File: src/rtl/callret_pkg.sv
package callret_pkg;
  localparam int unsigned DW = 8;
  localparam int unsigned AW = 2 * DW;

  typedef logic [DW-1:0] byte_t;
  typedef logic [AW-1:0] addr_t;

  typedef enum logic [1:0] {
    OP_CALL = 2'd0,
    OP_RET  = 2'd1,
    OP_PUSH = 2'd2,
    OP_PULL = 2'd3
  } op_e;

  typedef enum logic [3:0] {
    S_IDLE,
    S_C_LO, S_C_GAP, S_C_WH, S_C_WL, S_C_HI,
    S_R_UP, S_R_LO, S_R_HI, S_R_END,
    S_P_WR,
    S_U_UP, S_U_RD
  } state_e;

  typedef enum logic [1:0] {
    A_PC,
    A_STK,
    A_STK1
  } asel_e;

  typedef enum logic [1:0] {
    W_PCH,
    W_PCL,
    W_ACC
  } wsel_e;

  function automatic addr_t stack_addr(input byte_t page, input byte_t sp);
    return {page, sp};
  endfunction

  function automatic byte_t sp_down(input byte_t sp);
    return sp - byte_t'(1);
  endfunction

  function automatic byte_t sp_up(input byte_t sp);
    return sp + byte_t'(1);
  endfunction

  function automatic addr_t addr_inc(input addr_t a);
    return a + addr_t'(1);
  endfunction
endpackage

File: src/rtl/callret_sp_unit.sv
module callret_sp_unit
  import callret_pkg::*;
#(
  parameter byte_t SP_RESET = 8'hFF
) (
  input  logic  clk,
  input  logic  rst_n,
  input  logic  inc,
  input  logic  dec,
  output byte_t sp
);
  always_ff @(posedge clk) begin
    if (!rst_n) begin
      sp <= SP_RESET;
    end else if (inc) begin
      sp <= sp_up(sp);
    end else if (dec) begin
      sp <= sp_down(sp);
    end
  end
endmodule

File: src/rtl/callret_ctrl.sv
module callret_ctrl
  import callret_pkg::*;
(
  input  logic  clk,
  input  logic  rst_n,
  input  logic  start,
  input  op_e   op,
  output logic  accept,
  output logic  busy,
  output logic  we,
  output asel_e asel,
  output wsel_e wsel,
  output logic  sp_inc,
  output logic  sp_dec,
  output logic  cap_lo,
  output logic  cap_rlo,
  output logic  cap_rhi,
  output logic  fin_call,
  output logic  fin_ret,
  output logic  fin_push,
  output logic  fin_pull,
  output logic  call_hi_wr
);
  state_e state, nxt;

  assign accept = start && (state == S_IDLE);
  assign busy   = (state != S_IDLE);

  always_comb begin
    nxt = state;
    unique case (state)
      S_IDLE: begin
        if (start) begin
          unique case (op)
            OP_CALL: nxt = S_C_LO;
            OP_RET:  nxt = S_R_UP;
            OP_PUSH: nxt = S_P_WR;
            OP_PULL: nxt = S_U_UP;
            default: nxt = S_IDLE;
          endcase
        end
      end
      S_C_LO:  nxt = S_C_GAP;
      S_C_GAP: nxt = S_C_WH;
      S_C_WH:  nxt = S_C_WL;
      S_C_WL:  nxt = S_C_HI;
      S_C_HI:  nxt = S_IDLE;
      S_R_UP:  nxt = S_R_LO;
      S_R_LO:  nxt = S_R_HI;
      S_R_HI:  nxt = S_R_END;
      S_R_END: nxt = S_IDLE;
      S_P_WR:  nxt = S_IDLE;
      S_U_UP:  nxt = S_U_RD;
      S_U_RD:  nxt = S_IDLE;
      default: nxt = S_IDLE;
    endcase
  end

  always_ff @(posedge clk) begin
    if (!rst_n) state <= S_IDLE;
    else        state <= nxt;
  end

  always_comb begin
    we         = 1'b0;
    asel       = A_STK;
    wsel       = W_ACC;
    sp_inc     = 1'b0;
    sp_dec     = 1'b0;
    cap_lo     = 1'b0;
    cap_rlo    = 1'b0;
    cap_rhi    = 1'b0;
    fin_call   = 1'b0;
    fin_ret    = 1'b0;
    fin_push   = 1'b0;
    fin_pull   = 1'b0;
    call_hi_wr = 1'b0;
    unique case (state)
      S_C_LO: begin
        asel   = A_PC;
        cap_lo = 1'b1;
      end
      S_C_WH: begin
        we         = 1'b1;
        wsel       = W_PCH;
        sp_dec     = 1'b1;
        call_hi_wr = 1'b1;
      end
      S_C_WL: begin
        we     = 1'b1;
        wsel   = W_PCL;
        sp_dec = 1'b1;
      end
      S_C_HI: begin
        asel     = A_PC;
        fin_call = 1'b1;
      end
      S_R_UP:  sp_inc = 1'b1;
      S_R_LO:  cap_rlo = 1'b1;
      S_R_HI: begin
        asel    = A_STK1;
        cap_rhi = 1'b1;
        sp_inc  = 1'b1;
      end
      S_R_END: fin_ret = 1'b1;
      S_P_WR: begin
        we       = 1'b1;
        wsel     = W_ACC;
        sp_dec   = 1'b1;
        fin_push = 1'b1;
      end
      S_U_UP:  sp_inc = 1'b1;
      S_U_RD:  fin_pull = 1'b1;
      default: ;
    endcase
  end
endmodule

File: src/rtl/callret_datapath.sv
module callret_datapath
  import callret_pkg::*;
#(
  parameter byte_t STACK_PAGE = 8'h01
) (
  input  logic  clk,
  input  logic  rst_n,
  input  logic  accept,
  input  addr_t pc_in,
  input  byte_t push_data,
  input  byte_t mem_rdata,
  input  byte_t sp,
  input  asel_e asel,
  input  wsel_e wsel,
  input  logic  cap_lo,
  input  logic  cap_rlo,
  input  logic  cap_rhi,
  input  logic  fin_call,
  input  logic  fin_ret,
  input  logic  fin_push,
  input  logic  fin_pull,
  output addr_t mem_addr,
  output byte_t mem_wdata,
  output addr_t pc_out,
  output byte_t pull_data,
  output logic  done
);
  addr_t pc_r;
  byte_t acc_r, lo_r, rlo_r, rhi_r;

  always_comb begin
    unique case (asel)
      A_PC:    mem_addr = pc_r;
      A_STK1:  mem_addr = stack_addr(STACK_PAGE, sp_up(sp));
      default: mem_addr = stack_addr(STACK_PAGE, sp);
    endcase
  end

  always_comb begin
    unique case (wsel)
      W_PCH:   mem_wdata = pc_r[AW-1:DW];
      W_PCL:   mem_wdata = pc_r[DW-1:0];
      default: mem_wdata = acc_r;
    endcase
  end

  always_ff @(posedge clk) begin
    if (!rst_n) begin
      pc_r      <= '0;
      acc_r     <= '0;
      lo_r      <= '0;
      rlo_r     <= '0;
      rhi_r     <= '0;
      pc_out    <= '0;
      pull_data <= '0;
      done      <= 1'b0;
    end else begin
      done <= fin_call | fin_ret | fin_push | fin_pull;
      if (accept) begin
        pc_r  <= pc_in;
        acc_r <= push_data;
      end
      if (cap_lo) begin
        lo_r <= mem_rdata;
        pc_r <= addr_inc(pc_r);
      end
      if (cap_rlo)  rlo_r     <= mem_rdata;
      if (cap_rhi)  rhi_r     <= mem_rdata;
      if (fin_call) pc_out    <= {mem_rdata, lo_r};
      if (fin_ret)  pc_out    <= addr_inc({rhi_r, rlo_r});
      if (fin_pull) pull_data <= mem_rdata;
    end
  end
endmodule

File: src/rtl/callret_seq.sv
module callret_seq
  import callret_pkg::*;
#(
  parameter byte_t STACK_PAGE = 8'h01,
  parameter byte_t SP_RESET   = 8'hFF
) (
  input  logic          clk,
  input  logic          rst_n,
  input  logic          start,
  input  logic [1:0]    op,
  input  logic [AW-1:0] pc_in,
  input  logic [DW-1:0] push_data,
  output logic [AW-1:0] mem_addr,
  output logic [DW-1:0] mem_wdata,
  output logic          mem_we,
  input  logic [DW-1:0] mem_rdata,
  output logic          busy,
  output logic          done,
  output logic [AW-1:0] pc_out,
  output logic [DW-1:0] pull_data,
  output logic [DW-1:0] sp_out
);
  logic  accept, sp_inc_ev, sp_dec_ev, call_hi_wr;
  logic  cap_lo, cap_rlo, cap_rhi;
  logic  fin_call, fin_ret, fin_push, fin_pull;
  asel_e asel;
  wsel_e wsel;
  byte_t sp;

  callret_ctrl u_ctrl (
    .clk        (clk),
    .rst_n      (rst_n),
    .start      (start),
    .op         (op_e'(op)),
    .accept     (accept),
    .busy       (busy),
    .we         (mem_we),
    .asel       (asel),
    .wsel       (wsel),
    .sp_inc     (sp_inc_ev),
    .sp_dec     (sp_dec_ev),
    .cap_lo     (cap_lo),
    .cap_rlo    (cap_rlo),
    .cap_rhi    (cap_rhi),
    .fin_call   (fin_call),
    .fin_ret    (fin_ret),
    .fin_push   (fin_push),
    .fin_pull   (fin_pull),
    .call_hi_wr (call_hi_wr)
  );

  callret_sp_unit #(.SP_RESET(SP_RESET)) u_sp (
    .clk   (clk),
    .rst_n (rst_n),
    .inc   (sp_inc_ev),
    .dec   (sp_dec_ev),
    .sp    (sp)
  );

  callret_datapath #(.STACK_PAGE(STACK_PAGE)) u_dp (
    .clk       (clk),
    .rst_n     (rst_n),
    .accept    (accept),
    .pc_in     (pc_in),
    .push_data (push_data),
    .mem_rdata (mem_rdata),
    .sp        (sp),
    .asel      (asel),
    .wsel      (wsel),
    .cap_lo    (cap_lo),
    .cap_rlo   (cap_rlo),
    .cap_rhi   (cap_rhi),
    .fin_call  (fin_call),
    .fin_ret   (fin_ret),
    .fin_push  (fin_push),
    .fin_pull  (fin_pull),
    .mem_addr  (mem_addr),
    .mem_wdata (mem_wdata),
    .pc_out    (pc_out),
    .pull_data (pull_data),
    .done      (done)
  );

  assign sp_out = sp;
endmodule

File: config.mk
export PLATFORM = sky130hd
export DESIGN_NAME = callret_seq
export DESIGN_NICKNAME = d
export VERILOG_FILES = /design/src/rtl/callret_pkg.sv /design/src/rtl/callret_sp_unit.sv /design/src/rtl/callret_ctrl.sv /design/src/rtl/callret_datapath.sv /design/src/rtl/callret_seq.sv
export SDC_FILE = /design/constraint.sdc
export NUM_CORES = 1
export LEC_CHECK = 0
export BUFFER_PORTS_ARGS = -buffer_cell sky130_fd_sc_hd__clkbuf_2
export CAP_MARGIN = 20
export CORE_MARGIN = 10
export CORE_UTILIZATION = 42
export DETAILED_ROUTE_END_ITERATION = 6
export PLACE_DENSITY = 0.63
export SLEW_MARGIN = 20
export SYNTH_ARGS = -nofsm -noshare
export SYNTH_HDL_FRONTEND = slang
export SYNTH_SLANG_ARGS = --single-unit
File: constraint.sdc
create_clock -name clk -period 2 [get_ports clk]
set_clock_uncertainty 0.2 [all_clocks]
set_input_delay 0.2 -clock clk [delete_from_list [all_inputs] [get_ports clk]]
set_output_delay 0.2 -clock clk [all_outputs]
set_load 0.01 [all_outputs]
After elaboration in Yosys (flattened, before gate mapping)
Index checks and enable logic that the tools add are counted.

storage, ports and cells
  input bits = 37
  output and inout port bits = 59
  word-level logic and storage cells = 69
  register bits = 85

cells by class
  bitwise gates (word level) = 3
  muxes and demuxes = 22
  reductions and logical operators = 12
  eq/ne operators = 18
  add/sub/neg operators = 4

operators with widths
  operator                                                                count
  16-bit 2-to-1 mux                                                       4
  4-bit one-hot mux with 9 select lines                                   1
  16-bit by 1-bit adder with 16-bit output (second input constant)        2
  16-bit one-hot mux with 2 select lines                                  1
  4-bit equality test (second input constant)                             5
  4-bit by 3-bit equality test with 1-bit output (second input constant)  4
  8-bit 2-to-1 mux                                                        2
  4-bit one-hot mux with 4 select lines                                   1
  8-bit one-hot mux with 2 select lines                                   1
  1-bit 2-to-1 mux                                                        9
  8-bit by 1-bit adder with 8-bit output (second input constant)          1
  4-bit by 2-bit equality test with 1-bit output (second input constant)  2
  2-bit one-hot mux with 2 select lines                                   2
  8-bit by 1-bit subtractor with 8-bit output (second input constant)     1
  2-bit equality test (second input constant)                             3
  2-bit logical NOT                                                       3
  2-bit nonzero test                                                      3
  3-bit OR reduction                                                      2
  2-bit by 1-bit equality test with 1-bit output (second input constant)  2
  4-bit by 1-bit equality test with 1-bit output (second input constant)  1
  4-bit logical NOT                                                       1
  4-bit 2-to-1 mux                                                        1
  4-bit nonzero test                                                      1
  1-bit OR                                                                3
  other kinds (3)                                                         3

Depth between registers and ports, before layout
  depth in word-level cells = 5
  gate-level depth with buffers = 8
  mapped depth without buffers = 6

By module
From an unflattened synthesis, not the netlist that was laid out.

second synthesis, totals
  cells, all modules = 571
  area, all modules = 4,862.2 um2

by module, submodules not included
  module            sequential area each (um2)  cells an instance  area each (um2)  instances
  callret_datapath  1,461.4                     442                3,786.1          1
  callret_sp_unit   160.2                       70                 606.8            1
  callret_ctrl      80.1                        59                 469.2            1

Worst setup path after synthesis
OpenSTA, ideal clock, no wires.

  path type = register to register
  start point = register u_ctrl.state[3]
  end point = register u_sp.sp[2]
  data arrival time = 1.706 ns
  data required time = 1.679 ns
  stages on the path, launching flop included = 8
  library setup time = 0.121 ns
  path slack = -0.026 ns
  cell sequence = dfxtp_1 buf_4 nor4bb_1 buf_2 or3_4 buf_6 a22oi_1 mux2_2

between the ends
  cells in the longest elaborated chain, start to end = 4
  elaborated cells on any way between the ends = 12
  those cells by class = eq/ne (6); mux (3); reduce/logical (3)

ends and longest elaborated chain
  what                                                                          line                   text
  start: declaration                                                            callret_ctrl.sv:24     state_e state, nxt;
  start signal: assignment                                                      callret_ctrl.sv:61     else state <= nxt;
  4-bit by 3-bit equality test with 1-bit output, or another cell as far along  n/a
  3-bit OR reduction (no source line) *                                         n/a
  1-bit 2-to-1 mux *                                                            n/a
  via mem_we                                                                    callret_seq.sv:15      output logic mem_we,
  2-bit nonzero test (no source line) *                                         n/a
  end signal: assignment                                                        callret_sp_unit.sv:16  sp <= sp_up(sp);
  end signal: assignment                                                        callret_sp_unit.sv:18  sp <= sp_down(sp);
  end: declaration                                                              callret_sp_unit.sv:10  output byte_t sp

Mark *: on every way through the listed nets, which the timed path passes. The rest lies on a longest branch.
A chain may end at the register's enable or synchronous reset.

Worst setup path in the final report
  start point = register u_ctrl.state[2]
  end point = output mem_addr[7]

between the ends
  cells in the longest elaborated chain, start to end = 5
  elaborated cells on any way between the ends = 8
  those cells by class = eq/ne (4); mux (2); reduce/logical (2)

ends and longest elaborated chain
  what                                                                                                              line                    text
  4-bit by 1-bit equality test with 1-bit output or 4-bit by 3-bit equality test with 1-bit output (tied branches)  callret_ctrl.sv:78      unique case (state)
  2-bit OR reduction (no source line)                                                                               n/a
  2-bit one-hot mux with 2 select lines *                                                                           callret_ctrl.sv:78
  2-bit equality test or 2-bit logical NOT (tied branches)                                                          callret_datapath.sv:32  unique case (asel)
  16-bit one-hot mux with 2 select lines *                                                                          callret_datapath.sv:32
  end: declaration                                                                                                  callret_seq.sv:13       output logic [AW-1:0] mem_addr,

Every way passes the cells marked *; elsewhere a longest branch is shown, timed or not.

==> results.txt <==
Walking the worst path, the cells encountered are or4b_4 > buf_6 > buf_6 > o211ai_1 > buf_2. The global-route wire length before repair is 26.81 mm. The critical path is of the flop to output pin type. The per-cell routed wire length came out at 18.08 microns.

Using the TritonRoute via totals, the vias-per-cell ratio works out to 5.810. The number of placed I/O pins came out at 96. The insertion delay to the later sink of the worst-skew pair is 350 ps.

After floorplanning, the core was divided into 39 placement rows. The final number of max-transition violations came out at 0. The transition at the pin with the smallest max-transition slack came out at 392.9 ps. The post-synthesis to final-layout area growth came out at 43.36%.

The time the final worst path needs with I/O delays and setup is 2267 ps. The average footprint of a synthesized cell is 7.684 sq um. The placed wire-length estimate came out at 11.81 mm. The clock transition at the registers of the reported paths is 70 ps. After synthesis the netlist holds a flip-flop and latch count of 85.

The proportion of register bits with asynchronous set or reset after synthesis is 0%. CTS placed an instance of clkbuf_16 at the clock tree root. The pre-antenna-repair detailed-routing pass consisted of 5 iterations. The antenna diode count came out at 0.

The final wirelength is 17.43 mm. Global routing used 20.07% of the available tracks across all layers. The number of buffers and inverters on the critical path is 3.

The count of vias placed by the detailed router is 5601. The kind of capture point of the worst setup path is an output pin. For the worst setup path, the data arrival time is 1870 ps. In this design, the largest share of critical-path delay is due to simple AND/OR/NAND/NOR gates. For this configuration, the core starts out at a cell density of 42.93%. The number of instances in the synthesized netlist is 638. Setup repair after global routing could not meet its margin everywhere. The run finished, with violations left. The checks that failed: setup timing. The number of different library cells in the post-synthesis netlist is 62. In this run the static leakage power is 2.846 nW. CTS built an H-tree with a depth of 3.

The peak clock frequency supported by timing is 441.2 MHz. The slack of the critical path came out at -266.5 ps. The number of antenna violations at the first check in global routing is 0. The highest cell delay on the worst timing path is 530 ps.

Across the VDD grid, the largest voltage drop is 0.0007944 V. After layout, the worst path uses 113.3% of the clock period. The final core utilization came out at 61.55%.

In this run the worst hold path is classified as input pin to flop. The synthesized netlist net count is 683. The library cell appearing most often on the critical path is buf_6. The portion of the post-synthesis area used by sequential elements came out at 34.71%. The detail route stage leaves a number of antenna-violating nets equal to 0.

The largest fanout on the critical path is 6. The fraction of layout cells with a size suffix above 1 is 31.43%. The summed negative setup slack over all endpoints is -4836 ps.

The maximum buffer depth of the clock tree came out at 2. Among all flip-flop cells after synthesis, the most frequent one is dfxtp_1. The total overflow reported by the global router is 0.

The floorplan die width came out at 128.0 microns. Yosys mapped a number of flops with a built-in enable equal to 0. The worst pin sits at a relative slew slack of 73.77%. Measured along the y axis, the die boundary spans 128.0 microns. Routability-driven placement finished with a final weighted congestion of 0.8976. The kind of start point of the critical path is a flop. Before CTS, the worst setup slack after placement is -98.21 ps. Counting every sink on the clock net gives 85. The worst register-to-register path has a setup slack of -190 ps. The total die area came out at 0.01639 sq mm. Clock tree synthesis inserted a total of 9 buffers. The number of endpoints failing setup at the final stage came out at 33. The first routing iteration left 603 violations. For this run, the post-layout net count is 861. The clock tree from TritonCTS is built. After synthesis the cells add up to 0.004902 sq mm. The max capacitance violation total is 0. The slowest cell on the critical path is or4b_4. The required arrival time at the worst endpoint is 1600 ps. The count of buffers from port buffering came out at 95. The Yosys step of the flow raised 0 warnings. The number of global-route vias before repair is 5159. The final number of hold-violating endpoints is 0. Entering global routing, the biggest net connects 51 pins. The power per cell area came out at 1327 mW/mm^2. The DRC violations left is 0.

In this run the standard cell core region covers 0.01142 sq mm.
per-layer routing:
layer | up-vias | global-route usage [%] | wire length (microns)
li1 | 2684 | - | -
met1 | 2675 | 27.27 | 8001
met2 | 222 | 30.37 | 8003
met3 | 20 | 3.474 | 1126
met4 | 0 | 8.940 | 301
met5 | - | 0 | 0
where the power goes:
part | internal, W | total (W) | switching [W]
logic | 0.00242 | 0.00514 | 0.00273
clock network | 0.00101 | 0.00173 | 0.000728
registers | 0.00205 | 0.00245 | 0.000407
total | 0.00547 | 0.00933 | 0.00386
worst paths after layout:
| check | start | endpoint | cells past startpoint |
|---|---|---|---|
| worst min register to register | u_dp.lo_r[1]$_SDFFE_PN0N_ | u_dp.lo_r[1]$_SDFFE_PN0N_ | 2 |
| worst min-delay path | mem_rdata[6] | u_dp.lo_r[6]$_SDFFE_PN0N_ | 3 |
| worst max register to register | u_ctrl.state[1]$_SDFFE_PN0P_ | u_sp.sp[4]$_SDFFE_PN1P_ | 6 |
| worst max-delay path | u_ctrl.state[2]$_SDFFE_PN0P_ | mem_addr[7] | 5 |
through the flow:
stage | hold WS (ps) | cells | power, W | area [sq um]
after floorplan | 136.0 | 638 | 0.004818 | 4912
after detailed placement | 231.4 | 889 | 0.006391 | 5804
after CTS | 1.978 | 947 | 0.008684 | 6681
final | 21.09 | 964 | 0.009329 | 7028
after global placement | 224.1 | 889 | 0.006319 | 5804
after global routing | 33.62 | 964 | 0.009870 | 7028
sequential cells by signal (all words and copies together), names as in the netlist:
register / flops
u_dp.pc_out: 16
u_dp.pc_r: 16
u_dp.acc_r: 8
u_dp.lo_r: 8
u_dp.pull_data: 8
u_dp.rhi_r: 8
u_dp.rlo_r: 8
u_sp.sp: 8
u_ctrl.state: 4
u_dp.done: 1
kinds of logic after synthesis:
family	after synthesis	share of synthesized area, %
simple gates	287	30.30
compound gates	178	23.46
flops	85	34.71
buf+inv	61	5.794
xor+xnor	12	2.144
fa+ha+maj	8	2.042
mux	7	1.557
what timing repair did:
action,4_1_cts,5_1_grt
gates cloned,1,2
pin swaps,10,21
setup buffers,13,15
endpoints found under the setup margin,56,63
gates resized for setup,50,53
hold buffers,28,0
hold endpoints to repair,45,0
cell usage after synthesis, types with 11 or more instances:
master    number  share of area (%)
a21oi_1       59                6.0
a22oi_1       15                2.3
and2_1        15                1.9
buf_2         20                2.0
clkbuf_1      21                1.6
dfxtp_1       85                 35
inv_1         12               0.92
nand2_1      138                 11
nand2b_1      13                1.7
nand3_1       20                2.0
nand4_1       11                1.4
nor2_1        25                1.9
nor3_1        11                1.1
o21ai_0       31                3.2
area by class of cell:
type | count | area (sq um)
Inverter | 13 | 48.80
Fill cell | 1016 | 4390
Tap cell | 143 | 178.9
Multi-Input combinational cell | 493 | 3179
Clock inverter | 5 | 60.06
Timing Repair Buffer | 214 | 1600
Sequential cell | 85 | 1718
Clock buffer | 11 | 242.7
worst min-delay path, delay by kind of cell:
kind                   cells  cell delay, ps
and+or+nand+nor            1              90
buffers and inverters      1             180
AOI/OAI and AO/OA          1              50
layout by cell type, fill, tap and decap left out, types with 11 or more instances in the layout:
master | synthesis | layout
nand2_1 | 138 | 137
clkbuf_2 | 0 | 90
dfxtp_1 | 85 | 78
buf_4 | 2 | 66
a21oi_1 | 59 | 59
dlygate4sd3_1 | 0 | 28
nor2_1 | 25 | 22
o21ai_0 | 31 | 20
nand3_1 | 20 | 17
a22oi_1 | 15 | 13
and2_1 | 15 | 13
buf_6 | 3 | 13
inv_1 | 12 | 12
nand2b_1 | 13 | 12
nand4_1 | 11 | 11
No activity file was read; power rests on OpenSTA's default activity.
